==> src/rtl/sat_pkg.sv <==
package sat_pkg;

    // Data placement codes on cfg_mode
    typedef enum logic [1:0] {
        FMT_STD   = 2'b00,
        FMT_LEFT  = 2'b01,
        FMT_RIGHT = 2'b10,
        FMT_ALT   = 2'b11
    } fmt_e;

    // One frame spans this many master-clock half periods (256 mclk periods)
    localparam int FRAME_HALVES = 512;
    localparam int POS_W        = $clog2(FRAME_HALVES);

    typedef struct packed {
        logic mclk;
        logic bclk;
        logic ws;
        logic sd;
    } pins_t;

    // Bus state that matches the last half period of a frame
    localparam pins_t PINS_IDLE = '{mclk: 1'b1, bclk: 1'b1, ws: 1'b1, sd: 1'b0};

    // Bit period (within a half) that carries the MSB of a channel
    function automatic int slot_offset(fmt_e f, int slot_bits, int data_bits);
        case (f)
            FMT_LEFT:  return 0;
            FMT_RIGHT: return slot_bits - data_bits;
            default:   return 1;
        endcase
    endfunction

endpackage

==> src/rtl/sat_clkgen.sv <==
module sat_clkgen
    import sat_pkg::*;
#(
    parameter int MCLK_HALF = 1
) (
    input  logic             clk,
    input  logic             rst,
    output logic [POS_W-1:0] pos,
    output logic             frame_start
);
    localparam int                PRE_W    = $clog2(MCLK_HALF + 1);
    localparam logic [PRE_W-1:0]  PRE_LAST = PRE_W'(MCLK_HALF - 1);

    logic [PRE_W-1:0] pre;
    logic             step;

    assign step        = (pre == PRE_LAST);
    assign frame_start = step && (pos == '1);

    // Reset parks the chain on the last half period so the next edge opens a frame
    always_ff @(posedge clk) begin
        if (rst) begin
            pre <= PRE_LAST;
            pos <= '1;
        end else if (step) begin
            pre <= '0;
            pos <= pos + 1'b1;
        end else begin
            pre <= pre + 1'b1;
        end
    end

endmodule

==> src/rtl/sat_sample_buf.sv <==
module sat_sample_buf
    import sat_pkg::*;
#(
    parameter int DATA_BITS = 24
) (
    input  logic                 clk,
    input  logic                 rst,
    input  logic                 frame_start,
    input  logic [1:0]           cfg_mode,
    input  logic                 in_valid,
    output logic                 in_ready,
    input  logic [DATA_BITS-1:0] in_left,
    input  logic [DATA_BITS-1:0] in_right,
    output logic [DATA_BITS-1:0] act_left,
    output logic [DATA_BITS-1:0] act_right,
    output fmt_e                 act_mode
);
    logic                 pend_valid;
    logic [DATA_BITS-1:0] pend_left;
    logic [DATA_BITS-1:0] pend_right;
    logic                 accept;

    assign in_ready = !pend_valid;
    assign accept   = in_valid && in_ready;

    always_ff @(posedge clk) begin
        if (rst) begin
            pend_valid <= 1'b0;
            pend_left  <= '0;
            pend_right <= '0;
        end else if (accept) begin
            pend_valid <= 1'b1;
            pend_left  <= in_left;
            pend_right <= in_right;
        end else if (frame_start) begin
            pend_valid <= 1'b0;
        end
    end

    // Pair and format switch only when a frame opens
    always_ff @(posedge clk) begin
        if (rst) begin
            act_left  <= '0;
            act_right <= '0;
            act_mode  <= FMT_STD;
        end else if (frame_start) begin
            act_mode <= fmt_e'(cfg_mode);
            if (pend_valid) begin
                act_left  <= pend_left;
                act_right <= pend_right;
            end
        end
    end

endmodule

==> src/rtl/sat_serializer.sv <==
module sat_serializer
    import sat_pkg::*;
#(
    parameter int SLOT_BITS = 32,
    parameter int DATA_BITS = 24
) (
    input  logic                 clk,
    input  logic                 rst,
    input  logic [POS_W-1:0]     pos,
    input  logic [DATA_BITS-1:0] act_left,
    input  logic [DATA_BITS-1:0] act_right,
    input  fmt_e                 act_mode,
    output pins_t                pins
);
    // Half periods per bit, as a power of two, and bit index width per frame
    localparam int              LHPB  = $clog2(256 / SLOT_BITS);
    localparam int              LB    = $clog2(2 * SLOT_BITS);
    localparam logic [LB-2:0]   DLAST = (LB-1)'(DATA_BITS - 1);
    localparam logic [LB-2:0]   DLIM  = (LB-1)'(DATA_BITS);

    if (SLOT_BITS < 8 || SLOT_BITS > 128 || (1 << $clog2(SLOT_BITS)) != SLOT_BITS) begin : g_bad_slot
        $error("SLOT_BITS must be a power of two from 8 to 128");
    end
    if (DATA_BITS >= SLOT_BITS || DATA_BITS < 1) begin : g_bad_data
        $error("DATA_BITS must lie between 1 and SLOT_BITS-1");
    end

    logic [LB-1:0]        bit_idx;
    logic [LB-1:0]        offs;
    logic [LB-1:0]        rel;
    logic [LB-2:0]        k;
    logic [LB-2:0]        sel;
    logic [DATA_BITS-1:0] word;
    logic                 data_bit;
    pins_t                nxt;

    always_comb begin
        bit_idx  = pos[POS_W-1:LHPB];
        offs     = LB'(slot_offset(act_mode, SLOT_BITS, DATA_BITS));
        rel      = bit_idx - offs;
        k        = rel[LB-2:0];
        word     = rel[LB-1] ? act_right : act_left;
        sel      = DLAST - k;
        data_bit = (k < DLIM) ? word[sel] : 1'b0;

        nxt.mclk = pos[0];
        nxt.bclk = pos[LHPB-1];
        nxt.ws   = pos[POS_W-1];
        nxt.sd   = data_bit;
    end

    always_ff @(posedge clk) begin
        if (rst) pins <= PINS_IDLE;
        else     pins <= nxt;
    end

endmodule

==> src/rtl/ser_audio_tx.sv <==
module ser_audio_tx
    import sat_pkg::*;
#(
    parameter int SLOT_BITS = 32,
    parameter int DATA_BITS = 24,
    parameter int MCLK_HALF = 1
) (
    input  logic                 clk,
    input  logic                 rst,
    input  logic [1:0]           cfg_mode,
    input  logic                 in_valid,
    output logic                 in_ready,
    input  logic [DATA_BITS-1:0] in_left,
    input  logic [DATA_BITS-1:0] in_right,
    output logic                 mclk_o,
    output logic                 bclk_o,
    output logic                 ws_o,
    output logic                 sd_o
);
    logic [POS_W-1:0]     pos;
    logic                 frame_start;
    logic [DATA_BITS-1:0] act_left;
    logic [DATA_BITS-1:0] act_right;
    fmt_e                 act_mode;
    pins_t                pins;

    sat_clkgen #(.MCLK_HALF(MCLK_HALF)) u_clkgen (
        .clk         (clk),
        .rst         (rst),
        .pos         (pos),
        .frame_start (frame_start)
    );

    sat_sample_buf #(.DATA_BITS(DATA_BITS)) u_buf (
        .clk         (clk),
        .rst         (rst),
        .frame_start (frame_start),
        .cfg_mode    (cfg_mode),
        .in_valid    (in_valid),
        .in_ready    (in_ready),
        .in_left     (in_left),
        .in_right    (in_right),
        .act_left    (act_left),
        .act_right   (act_right),
        .act_mode    (act_mode)
    );

    sat_serializer #(.SLOT_BITS(SLOT_BITS), .DATA_BITS(DATA_BITS)) u_ser (
        .clk       (clk),
        .rst       (rst),
        .pos       (pos),
        .act_left  (act_left),
        .act_right (act_right),
        .act_mode  (act_mode),
        .pins      (pins)
    );

    assign mclk_o = pins.mclk;
    assign bclk_o = pins.bclk;
    assign ws_o   = pins.ws;
    assign sd_o   = pins.sd;

endmodule

==> config.mk <==
export PLATFORM = sky130hd
export DESIGN_NAME = ser_audio_tx
export DESIGN_NICKNAME = d
export VERILOG_FILES = /design/src/rtl/sat_pkg.sv /design/src/rtl/sat_clkgen.sv /design/src/rtl/sat_sample_buf.sv /design/src/rtl/sat_serializer.sv /design/src/rtl/ser_audio_tx.sv
export SDC_FILE = /design/constraint.sdc
export NUM_CORES = 1
export LEC_CHECK = 0
export BUFFER_PORTS_ARGS = -buffer_cell sky130_fd_sc_hd__buf_2
export CAP_MARGIN = 20
export CORE_AREA = 3 3 100 102
export DETAILED_ROUTE_END_ITERATION = 10
export DIE_AREA = 0 0 103 105
export PLACE_DENSITY = 0.78
export SYNTH_ARGS = -nofsm -noshare
export SYNTH_HDL_FRONTEND = slang
export SYNTH_HIERARCHICAL = 1
export SYNTH_SLANG_ARGS = --single-unit
==> constraint.sdc <==
create_clock -name clk -period 3.5 [get_ports clk]
set_clock_uncertainty 0.1 [all_clocks]
set_input_delay 0.175 -clock clk [delete_from_list [all_inputs] [get_ports clk]]
set_output_delay 0.175 -clock clk [all_outputs]
set_load 0.02 [all_outputs]
==> impl_metrics.prom, run 1 <==
# TYPE chip_impl_metric gauge
chip_impl_metric{name="io-pin-count",unit=""} 58
chip_impl_info{name="critical_path.cell_chain",value="inv_1 > ha_1 > ha_1 > nor3b_2 > o21ai_2 > xor2_4 > mux4_2 > mux4_1 > nand2_1 > o41ai_2"} 1
chip_impl_metric{name="n_fill_cell",unit=""} 683
chip_impl_metric{name="area_growth",unit="%"} 24.9
chip_impl_metric{name="ys_seq_elements",unit=""} 113
chip_impl_info{name="cts-root-buf",value="clkbuf_8"} 1
chip_impl_metric{name="syn_nets",unit=""} 575
chip_impl_metric{name="route.antenna.remaining_nets",unit=""} 0
chip_impl_metric{name="period_share",unit=""} 0.867
chip_impl_metric{name="worstPathRequired",unit="ns"} 3.79
chip_impl_metric{name="firstDrtPassIters",unit=""} 4
chip_impl_metric{name="power.density_cell_area",unit="nW/um^2"} 533
chip_impl_metric{name="timing.final.crit_period",unit="ns"} 3.04
chip_impl_metric{name="async_s_r_ff_share_synth",unit=""} 0
chip_impl_metric{name="tritoncts.num_buffers",unit=""} 17
chip_impl_info{name="grt_setup_unrepaired",value="no"} 1
chip_impl_metric{name="postSynthAreaPerCell",unit="sq um"} 10.4
chip_impl_metric{name="timing.setup.tns",unit="ns"} 0
chip_impl_metric{name="ir_drop",unit="mV"} 0.350
chip_impl_metric{name="slew-limit-headroom",unit=""} 0.461
chip_impl_metric{name="die_area",unit="sq um"} 10800
chip_impl_metric{name="finalHoldViolCount",unit=""} 0
chip_impl_metric{name="count_of_synthesis_stage_warnings_from_yosys",unit=""} 6
chip_impl_metric{name="worst_skew_pair.late_latency",unit="ns"} 0.51
chip_impl_metric{name="netlist-cell-type-count",unit=""} 49
chip_impl_info{name="critical-path-slowest-cell",value="xor2_4"} 1
chip_impl_metric{name="clkSlewWorstSetupHoldPaths",unit="ns"} 0.05
chip_impl_metric{name="drt_iter0_drc",unit=""} 202
chip_impl_metric{name="yosys.area.top_type_share",unit=""} 0.422
chip_impl_info{name="run_status",value="finished, final reports clean"} 1
chip_impl_metric{name="dp_cells",unit=""} 650
chip_impl_metric{name="wire_length_of_the_first_global_routing_pass",unit="um"} 19500
chip_impl_metric{name="worstMarginPinSlew",unit="ns"} 0.808
chip_impl_info{name="crit_path_start_kind",value="register"} 1
chip_impl_metric{name="place_hpwl",unit="um"} 7330
chip_impl_metric{name="post_route_worst_setup_slack",unit="ns"} 0.464
chip_impl_metric{name="place.port_buffers",unit=""} 57
chip_impl_metric{name="global_route.usage.total",unit=""} 0.229
chip_impl_metric{name="post_dp_cell_area",unit="sq um"} 5630
chip_impl_metric{name="post-route-drc-count",unit=""} 0
chip_impl_metric{name="crit_buf_inv",unit=""} 1
chip_impl_metric{name="die-height",unit="um"} 105
chip_impl_metric{name="holdWs",unit="ns"} 0.0597
chip_impl_metric{name="design.core.area",unit="sq um"} 9200
chip_impl_metric{name="maxClockFrequency",unit="MHz"} 329
chip_impl_metric{name="postCtsSetupBuffers",unit=""} 0
chip_impl_metric{name="gates_resized_cts_repair",unit=""} 0
chip_impl_info{name="synth_ff_type",value="dfxtp_1"} 1
chip_impl_metric{name="dpl_worst_slack",unit="ns"} 0.499
chip_impl_metric{name="htree_num_levels",unit=""} 4
chip_impl_metric{name="cap_viol_max_count",unit=""} 0
chip_impl_metric{name="report.final.slew_viol_count",unit=""} 0
chip_impl_metric{name="grt_max_degree",unit=""} 63
chip_impl_metric{name="overflow",unit=""} 0
chip_impl_metric{name="final_cells",unit=""} 731
chip_impl_info{name="critical_path_class",value="register to register"} 1
chip_impl_metric{name="number_of_antenna_violations_at_the_first_check_in_global_routing",unit=""} 0
chip_impl_metric{name="floorplan.initialDensity",unit=""} 0.582
chip_impl_metric{name="cts.path.max_buffers",unit=""} 2
chip_impl_info{name="netlist.top_cell.by_area",value="dfxtp_1"} 1
chip_impl_metric{name="synth-edff-count",unit=""} 0
chip_impl_metric{name="final_net_count",unit=""} 668
chip_impl_info{name="synthTopCellsByArea",value="dfxtp_1 42%, nand2b_1 12%, nand4bb_1 10%, mux2i_1 9.7%, o21ai_0 3.7%"} 1
chip_impl_info{name="most_used_standard_cell_by_instance_count_after_synthesis",value="dfxtp_1"} 1
chip_impl_metric{name="slowest_delay",unit="ns"} 0.51
chip_impl_metric{name="cts.sink_count",unit=""} 113
chip_impl_metric{name="die_w",unit="um"} 103
chip_impl_metric{name="place_congestion",unit=""} 0.881
chip_impl_metric{name="placementRows",unit=""} 35
chip_impl_metric{name="data_arrival_time_of_the_critical_path",unit="ns"} 3.33
chip_impl_metric{name="antenna_cells",unit=""} 0
chip_impl_metric{name="setup_violations",unit=""} 0
chip_impl_metric{name="drive_above_1_share",unit=""} 0.198
chip_impl_info{name="path_delay_family",value="multiplexers"} 1
chip_impl_metric{name="path_max_fanout",unit=""} 17
chip_impl_metric{name="vias_in_the_first_global_route",unit=""} 3986
chip_impl_metric{name="synth_sequential_area_ratio",unit=""} 0.422
chip_impl_info{name="min-delay-path-class",value="primary input to register"} 1
chip_impl_metric{name="cell_area_after_layout",unit="sq um"} 6690
chip_impl_metric{name="wire_per_inst",unit="um"} 16.2
chip_impl_metric{name="via_per_inst",unit=""} 5.49
chip_impl_metric{name="cellLeakagePower",unit="nW"} 2.80
chip_impl_metric{name="syn-cell-area",unit="sq um"} 5360
chip_impl_metric{name="syn-instance-count",unit=""} 515
chip_impl_info{name="timing.critical_path.mode_cell",value="ha_1"} 1
chip_impl_metric{name="vias",unit=""} 4010
chip_impl_metric{name="drt_wl_total",unit="um"} 11800
chip_impl_info{name="tritoncts",value="yes"} 1
chip_impl_info{name="synth_common_cells",value="113 x dfxtp_1, 101 x nand2b_1, 52 x mux2i_1, 48 x nand4bb_1, 40 x o21ai_0"} 1
chip_impl_info{name="worstSetupEndpointType",value="register"} 1
[stage by stage]
step	power [mW]	util
after floorplan	1.81	-
after global placement	1.90	0.612
after detailed placement	1.92	0.612
after CTS	3.58	0.727
after global routing	3.72	0.727
final	3.56	0.727
[what timing repair did]
action,CTS,global route
endpoints found under the setup margin,0,0
hold endpoints to repair,50,0
hold buffers,50,0
[routing by layer]
| layer | part of all wire | GRT usage | routed length (um) | vias to the layer above |
|---|---|---|---|---|
| li1 | - | - | - | 2008 |
| met1 | 0.47 | 0.309 | 5520 | 1931 |
| met2 | 0.50 | 0.364 | 5900 | 62 |
| met3 | 0.029 | 0.0554 | 347 | 9 |
| met4 | 0.0067 | 0.0611 | 79 | 0 |
| met5 | 0 | 0 | 0 | - |
[layout by cell type (no fill, tap or decap), drive strengths merged, types with 11 or more instances in the layout]
master,instances
nand4bb,48
clkbuf,21
buf,65
mux2i,52
nor3,13
nand2b,101
o21ai,52
dlygate4sd3,50
nor2,12
mux2,11
dfxtp,113
[layout make-up]
cell class / instances / area (sq um) / share of cell area
multi-input combinational: 355 / 2860 / 0.427
sequential: 113 / 2260 / 0.338
timing repair buffer: 115 / 846 / 0.126
clock buffer: 21 / 449 / 0.0672
tap: 111 / 139 / 0.0208
clock inverter: 10 / 111 / 0.0167
inverter: 6 / 22.5 / 0.00337
[where the power goes]
part           switching [mW]  leakage (nW)  internal (mW)
logic                   0.264          1.61          0.283
clock network           0.578         0.270           1.04
registers              0.0475         0.922           1.35
[final timing paths]
check,from,slack [ns],to,depth (start not counted)
setup / recovery,u_buf/act_mode[0],0.46,u_ser/pins[0],10
hold / removal,rst,0.06,u_buf/act_mode[1],2
setup reg to reg,u_buf/act_mode[0],0.46,u_ser/pins[0],10
hold reg to reg,u_buf/pend_right[22],0.38,u_buf/act_right[22],2
[flip-flops by register name, summed over array words and instances (netlist names)]
register and flops:
u_clkgen/pos 9, u_buf/pend_left 24, u_clkgen/pre 1, u_ser/pins 4, u_buf/act_right 24, u_buf/act_left 24
u_buf/pend_valid 1, u_buf/pend_right 24, u_buf/act_mode 2
[worst reg2reg max path, stage by stage (launching register included)]
cell	delay, ns
dfxtp_1	0.33
inv_1	0.05
ha_1	0.29
ha_1	0.20
nor3b_2	0.18
o21ai_2	0.22
xor2_4	0.51
mux4_2	0.39
mux4_1	0.51
nand2_1	0.08
o41ai_2	0.06
[kinds of logic after synthesis]
kind of cell	Yosys count	synth area share
compound gates	63	0.0663
other cells	1	0.000700
simple gates	206	0.281
xor+xnor	8	0.0166
buf+inv	47	0.0446
fa+ha+maj	7	0.0164
flops	113	0.422
mux	70	0.153
Note: power is estimated with default switching activity, not from simulation.
==> run 2, diff against run 1 <==
--- a/config.mk
+++ b/config.mk
@@ -7,10 +7,10 @@
 export LEC_CHECK = 0
 export BUFFER_PORTS_ARGS = -buffer_cell sky130_fd_sc_hd__buf_2
 export CAP_MARGIN = 20
-export CORE_AREA = 3 3 100 102
+export CORE_AREA = 3 3 97 99
 export DETAILED_ROUTE_END_ITERATION = 10
-export DIE_AREA = 0 0 103 105
-export PLACE_DENSITY = 0.78
+export DIE_AREA = 0 0 100 102
+export PLACE_DENSITY = 0.83
 export SYNTH_ARGS = -nofsm -noshare
 export SYNTH_HDL_FRONTEND = slang
 export SYNTH_HIERARCHICAL = 1
==> constraint.sdc (replaced) <==
create_clock -name clk -period 3.7 [get_ports clk]
set_clock_uncertainty 0.1 [all_clocks]
set_input_delay 0.185 -clock clk [delete_from_list [all_inputs] [get_ports clk]]
set_output_delay 0.185 -clock clk [all_outputs]
set_load 0.02 [all_outputs]
==> impl_metrics.prom, run 2 (same netlist as run 1, synthesis figures left out) <==
# TYPE chip_impl_metric gauge
chip_impl_info{name="run_status",value="finished, final reports clean"} 1
chip_impl_metric{name="die_w",unit="um"} 100
chip_impl_metric{name="vias_in_the_first_global_route",unit=""} 4190
chip_impl_metric{name="power.density_cell_area",unit="nW/um^2"} 533
chip_impl_info{name="grt_setup_unrepaired",value="no"} 1
chip_impl_metric{name="power.clock.fraction",unit=""} 0.487
chip_impl_metric{name="floorplan.initialDensity",unit=""} 0.620
chip_impl_metric{name="gates_resized_cts_repair",unit=""} 0
chip_impl_metric{name="final_net_count",unit=""} 666
chip_impl_metric{name="die_area",unit="sq um"} 10200
chip_impl_metric{name="tritoncts.num_buffers",unit=""} 17
chip_impl_metric{name="wire_per_inst",unit="um"} 17.0
chip_impl_metric{name="vias",unit=""} 4113
chip_impl_metric{name="report.final.slew_viol_count",unit=""} 0
chip_impl_metric{name="power.net_switching",unit="uW"} 847
chip_impl_metric{name="place_congestion",unit=""} 0.838
chip_impl_metric{name="period_share",unit=""} 0.832
chip_impl_metric{name="drt_iter0_drc",unit=""} 203
chip_impl_metric{name="io-pin-count",unit=""} 58
chip_impl_metric{name="placementRows",unit=""} 34
chip_impl_metric{name="worstMarginPinSlew",unit="ns"} 0.903
chip_impl_metric{name="design.core.area",unit="sq um"} 8640
chip_impl_info{name="cts-root-buf",value="clkbuf_8"} 1
chip_impl_metric{name="post_dp_cell_area",unit="sq um"} 5610
chip_impl_metric{name="die-height",unit="um"} 102
chip_impl_info{name="tritoncts",value="yes"} 1
chip_impl_metric{name="slowest_delay",unit="ns"} 0.52
chip_impl_metric{name="cts.path.max_buffers",unit=""} 2
chip_impl_metric{name="swShare",unit=""} 0.235
chip_impl_metric{name="worst_skew_pair.late_latency",unit="ns"} 0.51
chip_impl_metric{name="path_max_fanout",unit=""} 17
chip_impl_metric{name="route.antenna.remaining_nets",unit=""} 0
chip_impl_metric{name="wire_length_of_the_first_global_routing_pass",unit="um"} 20500
chip_impl_metric{name="overflow",unit=""} 0
chip_impl_metric{name="postCtsSetupBuffers",unit=""} 0
chip_impl_metric{name="setup_violations",unit=""} 0
chip_impl_info{name="critical_path_class",value="register to register"} 1
chip_impl_metric{name="cts.sink_count",unit=""} 113
chip_impl_metric{name="cellLeakagePower",unit="nW"} 2.83
chip_impl_metric{name="comb_power_share",unit=""} 0.145
chip_impl_metric{name="share_seq_of_total_power",unit=""} 0.368
chip_impl_metric{name="grt_max_degree",unit=""} 59
chip_impl_metric{name="drive_above_1_share",unit=""} 0.197
chip_impl_metric{name="timing.final.crit_period",unit="ns"} 3.08
chip_impl_metric{name="ir_drop",unit="mV"} 0.343
chip_impl_metric{name="via_per_inst",unit=""} 5.67
chip_impl_metric{name="area_growth",unit="%"} 26.0
chip_impl_metric{name="place_hpwl",unit="um"} 7290
chip_impl_info{name="worstSetupEndpointType",value="register"} 1
chip_impl_info{name="timing.critical_path.mode_cell",value="ha_1"} 1
chip_impl_info{name="min-delay-path-class",value="primary input to register"} 1
chip_impl_metric{name="data_arrival_time_of_the_critical_path",unit="ns"} 3.37
chip_impl_info{name="crit_path_start_kind",value="register"} 1
chip_impl_metric{name="drt_wl_total",unit="um"} 12400
chip_impl_metric{name="firstDrtPassIters",unit=""} 5
chip_impl_metric{name="global_route.usage.total",unit=""} 0.257
chip_impl_metric{name="worstPathRequired",unit="ns"} 3.99
chip_impl_metric{name="antenna_cells",unit=""} 0
chip_impl_metric{name="finalHoldViolCount",unit=""} 0
chip_impl_metric{name="timing.setup.tns",unit="ns"} 0
chip_impl_metric{name="htree_num_levels",unit=""} 4
chip_impl_metric{name="intPower",unit="mW"} 2.75
chip_impl_info{name="critical-path-slowest-cell",value="mux4_1"} 1
chip_impl_metric{name="clkSlewWorstSetupHoldPaths",unit="ns"} 0.06
chip_impl_metric{name="number_of_antenna_violations_at_the_first_check_in_global_routing",unit=""} 0
chip_impl_info{name="final_common_cell",value="dfxtp_1"} 1
chip_impl_info{name="layout_common_cells",value="113 x dfxtp_1, 101 x nand2b_1, 57 x buf_2"} 1
chip_impl_metric{name="post-route-drc-count",unit=""} 0
chip_impl_metric{name="slew-limit-headroom",unit=""} 0.397
chip_impl_metric{name="place.port_buffers",unit=""} 57
chip_impl_info{name="critical_path.cell_chain",value="inv_1 > ha_1 > ha_1 > nor3b_2 > o21ai_2 > xor2_4 > mux4_2 > mux4_1 > nand2_1 > o41ai_2"} 1
chip_impl_metric{name="maxClockFrequency",unit="MHz"} 325
chip_impl_metric{name="cell_area_after_layout",unit="sq um"} 6750
chip_impl_metric{name="cap_viol_max_count",unit=""} 0
==> run 2: cell types whose count changed in the layout (fill, tap and decap cells not counted) <==
cell / before / now
clkbuf_1: 2 / 1
bufinv_16: 2 / 5
clkinv_2: 4 / 3
buf_4: 8 / 6
clkinvlp_4: 3 / 1
clkbuf_8: 3 / 4
==> run 2: area by class of cell <==
cell class / count / area, sq um
Sequential cell: 113 / 2260
Tap cell: 108 / 135
Fill cell: 557 / 1890
Clock inverter: 10 / 181
Inverter: 6 / 22.5
Timing Repair Buffer: 113 / 831
Multi-Input combinational cell: 355 / 2860
Clock buffer: 21 / 459
==> run 2: worst paths after layout <==
kind | startpoint | slack (ns) | endpoint | cells past startpoint
worst max-delay path | u_buf/act_mode[0] | 0.62 | u_ser/pins[0] | 10
worst min-delay path | rst | 0.15 | u_buf/act_mode[0] | 2
worst max register to register | u_buf/act_mode[0] | 0.62 | u_ser/pins[0] | 10
worst min register to register | u_buf/pend_left[9] | 0.38 | u_buf/pend_left[9] | 2
==> run 2: timing repair <==
item                                    in CTS  in global routing
hold endpoints to repair                    50                  0
hold buffers                                50                  0
endpoints found under the setup margin       0                  0
==> run 2: critical path, delay by kind of cell, from the launching register on <==
kind / cells / cell delay (ns)
and+or+nand+nor: 2 / 0.27
DFF: 1 / 0.33
adders and majority gates: 2 / 0.50
AOI/OAI and AO/OA: 2 / 0.30
xor gates and xnor gates: 1 / 0.50
buffers and inverters: 1 / 0.04
muxes: 2 / 0.91
==> run 2: power by group through the flow <==
stage          logic [mW]  clock network (mW)  registers [mW]
2_1_floorplan       0.376                   0            1.34
3_3_place_gp        0.450                   0            1.35
3_5_place_dp        0.466                   0            1.35
4_1_cts             0.512                1.77            1.33
5_1_grt             0.572                1.83            1.33
6_report            0.521                1.75            1.33
==> run 2: stage by stage <==
stage	hold slack [ns]	worst slack (ns)	power [mW]	utilization	std cells
after detailed placement	0.340	0.661	1.81	0.649	645
after CTS	0.130	0.639	3.60	0.782	726
after floorplan	0.184	0.982	1.71	-	515
final	0.146	0.621	3.60	0.782	726
after global routing	0.175	0.467	3.73	0.782	726
after global placement	0.338	0.776	1.80	0.649	645
==> run 2: per-layer routing <==
metal / routed length, um / GRT usage / vias up / part of all wire
met4: 190 / 0.0912 / 0 / 0.015
met1: 5430 / 0.316 / 1964 / 0.44
met2: 6220 / 0.444 / 119 / 0.50
li1: - / - / 2010 / -
met5: 0 / 0 / - / 0
met3: 534 / 0.0601 / 20 / 0.043
